$ cat src/rtl/cmp_pkg.sv
package cmp_pkg;
  localparam int NIB_W = 4;

  typedef struct packed {
    logic gt;
    logic lt;
    logic eq;
  } cmp_res_t;
endpackage

$ cat src/rtl/cmp_word_order.sv
// Scans a word from the MSB down; reports whether any pair differs and,
// if so, whether A holds the set bit at the first differing position.
module cmp_word_order #(
  parameter int W = 4
) (
  input  logic [W-1:0] a_i,
  input  logic [W-1:0] b_i,
  output logic         differ_o,
  output logic         a_above_o
);
  logic still_same;
  logic a_wins;

  always_comb begin
    still_same = 1'b1;
    a_wins     = 1'b0;
    for (int i = W - 1; i >= 0; i--) begin
      if (still_same && (a_i[i] != b_i[i])) begin
        a_wins     = a_i[i];
        still_same = 1'b0;
      end
    end
  end

  assign differ_o  = ~still_same;
  assign a_above_o = a_wins;
endmodule

$ cat src/rtl/cmp_cascade_merge.sv
// Combines the local order with the incoming cascade result using the
// fixed priority: local difference first, then cascade-equal, then the rest.
module cmp_cascade_merge
  import cmp_pkg::*;
(
  input  logic     differ_i,
  input  logic     a_above_i,
  input  cmp_res_t carry_i,
  output cmp_res_t res_o
);
  always_comb begin
    if (differ_i) begin
      res_o.gt = a_above_i;
      res_o.lt = ~a_above_i;
      res_o.eq = 1'b0;
    end else begin
      res_o.gt = ~carry_i.eq & ~carry_i.lt;
      res_o.lt = ~carry_i.eq & ~carry_i.gt;
      res_o.eq = carry_i.eq;
    end
  end
endmodule

$ cat src/rtl/cmp_slice.sv
module cmp_slice
  import cmp_pkg::*;
(
  input  logic [NIB_W-1:0] a_i,
  input  logic [NIB_W-1:0] b_i,
  input  cmp_res_t         carry_i,
  output cmp_res_t         res_o
);
  logic differ;
  logic a_above;

  cmp_word_order #(.W(NIB_W)) u_order (
    .a_i       (a_i),
    .b_i       (b_i),
    .differ_o  (differ),
    .a_above_o (a_above)
  );

  cmp_cascade_merge u_merge (
    .differ_i  (differ),
    .a_above_i (a_above),
    .carry_i   (carry_i),
    .res_o     (res_o)
  );
endmodule

$ cat src/rtl/cmp_chain.sv
module cmp_chain
  import cmp_pkg::*;
#(
  parameter int SLICES = 4
) (
  input  logic [NIB_W*SLICES-1:0] a_i,
  input  logic [NIB_W*SLICES-1:0] b_i,
  input  logic                    casc_gt_i,
  input  logic                    casc_lt_i,
  input  logic                    casc_eq_i,
  output logic                    gt_o,
  output logic                    lt_o,
  output logic                    eq_o
);
  cmp_res_t link [SLICES+1];

  assign link[0] = '{gt: casc_gt_i, lt: casc_lt_i, eq: casc_eq_i};

  for (genvar k = 0; k < SLICES; k++) begin : g_slice
    cmp_slice u_slice (
      .a_i     (a_i[k*NIB_W +: NIB_W]),
      .b_i     (b_i[k*NIB_W +: NIB_W]),
      .carry_i (link[k]),
      .res_o   (link[k+1])
    );
  end

  assign gt_o = link[SLICES].gt;
  assign lt_o = link[SLICES].lt;
  assign eq_o = link[SLICES].eq;
endmodule

$ cat config.mk
export PLATFORM = sky130hd
export DESIGN_NAME = cmp_chain
export DESIGN_NICKNAME = d
export VERILOG_FILES = /design/src/rtl/cmp_pkg.sv /design/src/rtl/cmp_word_order.sv /design/src/rtl/cmp_cascade_merge.sv /design/src/rtl/cmp_slice.sv /design/src/rtl/cmp_chain.sv
export SDC_FILE = /design/constraint.sdc
export NUM_CORES = 1
export LEC_CHECK = 0
export ABC_AREA = 1
export BUFFER_PORTS_ARGS = -buffer_cell sky130_fd_sc_hd__buf_2
export CORE_UTILIZATION = 39
export DETAILED_ROUTE_END_ITERATION = 7
export PLACE_DENSITY = 0.68
export REMOVE_ABC_BUFFERS = 1
export SYNTH_ARGS = -nofsm -noshare
export SYNTH_HDL_FRONTEND = slang
export SYNTH_HIERARCHICAL = 1
export SYNTH_SLANG_ARGS = --single-unit
$ cat constraint.sdc
create_clock -name vclk -period 5.2
set_input_delay 0.78 -clock vclk [all_inputs]
set_output_delay 0.78 -clock vclk [all_outputs]
set_load 0.1 [all_outputs]
==> impl_metrics.tcl <==
set metrics [dict create \
    stdcell_area_um2 1060 \
    core_um2 2000 \
    dieWidth_um 48.4 \
    placed_area_um2 1060 \
    period_minus_slack_ps 3640 \
    cp.required_ps 4420 \
    grt_pass1_vias 873 \
    critPathCapture "lt_o" \
    die_h_um 48.4 \
    tightest_slew_ps 485 \
    grt_overflow 0 \
    ant_nets 0 \
    rsz0062_at_grt "no" \
    crit_fanout 4 \
    grt_max_degree 5 \
    power.density_nw_per_um2 109 \
    synth.distinct_cells 11 \
    finalNetCount 243 \
    via_count 997 \
    period_share 0.701 \
    post_cts_resized 0 \
    post_cts_buffers 0 \
    drt-total-wl_mm 1.60 \
    fin_total_pwr_mw 0.116 \
    path_cells "buf_2 > inv_1 > ha_1 > inv_1 > a21oi_4 > nand2_2 > nor2_4 > nand2_1 > nor2_1 > inv_1 > nor2_1 > nor2_1 > nand2_1 > nand2_1 > nor2_1 > nand2_1 > nand2_1 > buf_2" \
    cp-start-kind "input port" \
    rows 16 \
    wl_per_cell_um 7.00 \
    utilization 0.532 \
    yosys-top-cells-count "nand2_1 (64), inv_1 (32), nand3_1 (16)" \
    diodes 0 \
    fin_tns_setup_ps 0 \
    status "finished, final reports clean" \
    worstSetupStartpoint "b_i[3]" \
    ys_seq_area_frac 0 \
    grtUsageTotal 0.150 \
    boundaryPins 38 \
    start_util 0.420 \
    dieArea_um2 2350 \
    routabilityCongestion 0.715 \
    dr.pass1.iters 4 \
    cp_slowest_cell "buf_2" \
    grt_pass1_wl_mm 3.04 \
    drive_gt1_frac 0.347 \
    max-slew-margin-rel 0.679 \
    drt_iter0_markers 20 \
    antenna_found_initial 0 \
    criticalPathCategory "in -> out" \
    cp.arrival_ps 2860 \
    setup_viol 0 \
    syn_area_um2 841 \
    clkbuf_count 0 \
    setup_ws_ps 1560 \
    slew_violations 0 \
    cellLeakagePower_nw 0.683 \
    synth_cells 164 \
    synth_area_leaders "nand2_1 (29%), inv_1 (14%), nand3_1 (9.5%)" \
    drc 0 \
    nFlopsAndLatches 0 \
    drv_cap 0 \
    cpMostUsedCell "nand2_1" \
    synth_top_cell_area_share 0.286 \
    hold_class "in -> out" \
    synth.most_common_cell "nand2_1" \
    vias_per_cell 4.35 \
    slowest_delay_ps 420 \
    syn_avg_cell_area_um2 5.13 \
    cts_hold_buf 0 \
    end_kind "output pin" \
    max_freq_ghz 0.274 \
    ir_worst_vdd_mv 0.0869 \
    hold_viol 0 \
    regArea_um2 0 \
    dpl_worst_slack_ps 1540 \
    port_buffers 38 \
    synth_area_leader_cell "nand2_1" \
    dpl.hpwl_mm 1.50 \
    yosys_warnings 6 \
    area_growth_pct 26.6 \
]
[area by class of cell]
cell class | count | area [µm²]
Tap cell | 27 | 33.8
Inverter | 40 | 150
Timing Repair Buffer | 38 | 190
Fill cell | 215 | 937
Multi-Input combinational cell | 124 | 691
[worst min path at each step]
stage / start / endpoint / cells after the start
finish: a_i[12] / gt_o / 6
global route: a_i[12] / gt_o / 6
CTS: a_i[12] / gt_o / 6
detailed placement: a_i[12] / gt_o / 6
global placement: a_i[12] / gt_o / 6
floorplan: b_i[14] / eq_o / 5
[power breakdown]
part / total, mW / switching, mW / internal [mW]
registers: 0 / 0 / 0
logic: 0.116 / 0.0760 / 0.0396
clock network: 0 / 0 / 0
[per-stage QoR]
step	std cells	hold slack, ps
after floorplan	164	2180
after detailed placement	229	2210
after CTS	229	2210
after global routing	229	2240
after global placement	229	2190
final	229	2210
[placed cells by master (no fill, tap or decap)]
master,count
nand2_2,12
nand2_1,64
ha_1,4
xor2_2,4
nand3_1,16
nor2_1,12
a21oi_4,4
nor2_4,4
buf_2,38
inv_2,8
inv_1,32
nand4_1,4
[critical path, delay by kind of cell]
family	cells	cell delay, ps
and+or+nand+nor	11	970
buffers and inverters	5	670
adders and majority gates	1	300
AOI/OAI and AO/OA	1	150
[metal layers]
layer,track usage,up-vias,share of wire
li1,-,560,-
met3,0,0,0.026
met1,0.178,420,0.43
met4,0,0,0
met2,0.315,17,0.54
met5,0,-,0
[cell families after synthesis]
| logic type | synth area share |
|---|---|
| and+or+nand+nor | 0.607 |
| buffers and inverters | 0.179 |
| AOI/OAI and AO/OA | 0.0774 |
| xor gates and xnor gates | 0.0774 |
| adders and majority gates | 0.0595 |
No activity file was read; power rests on OpenSTA's default activity.
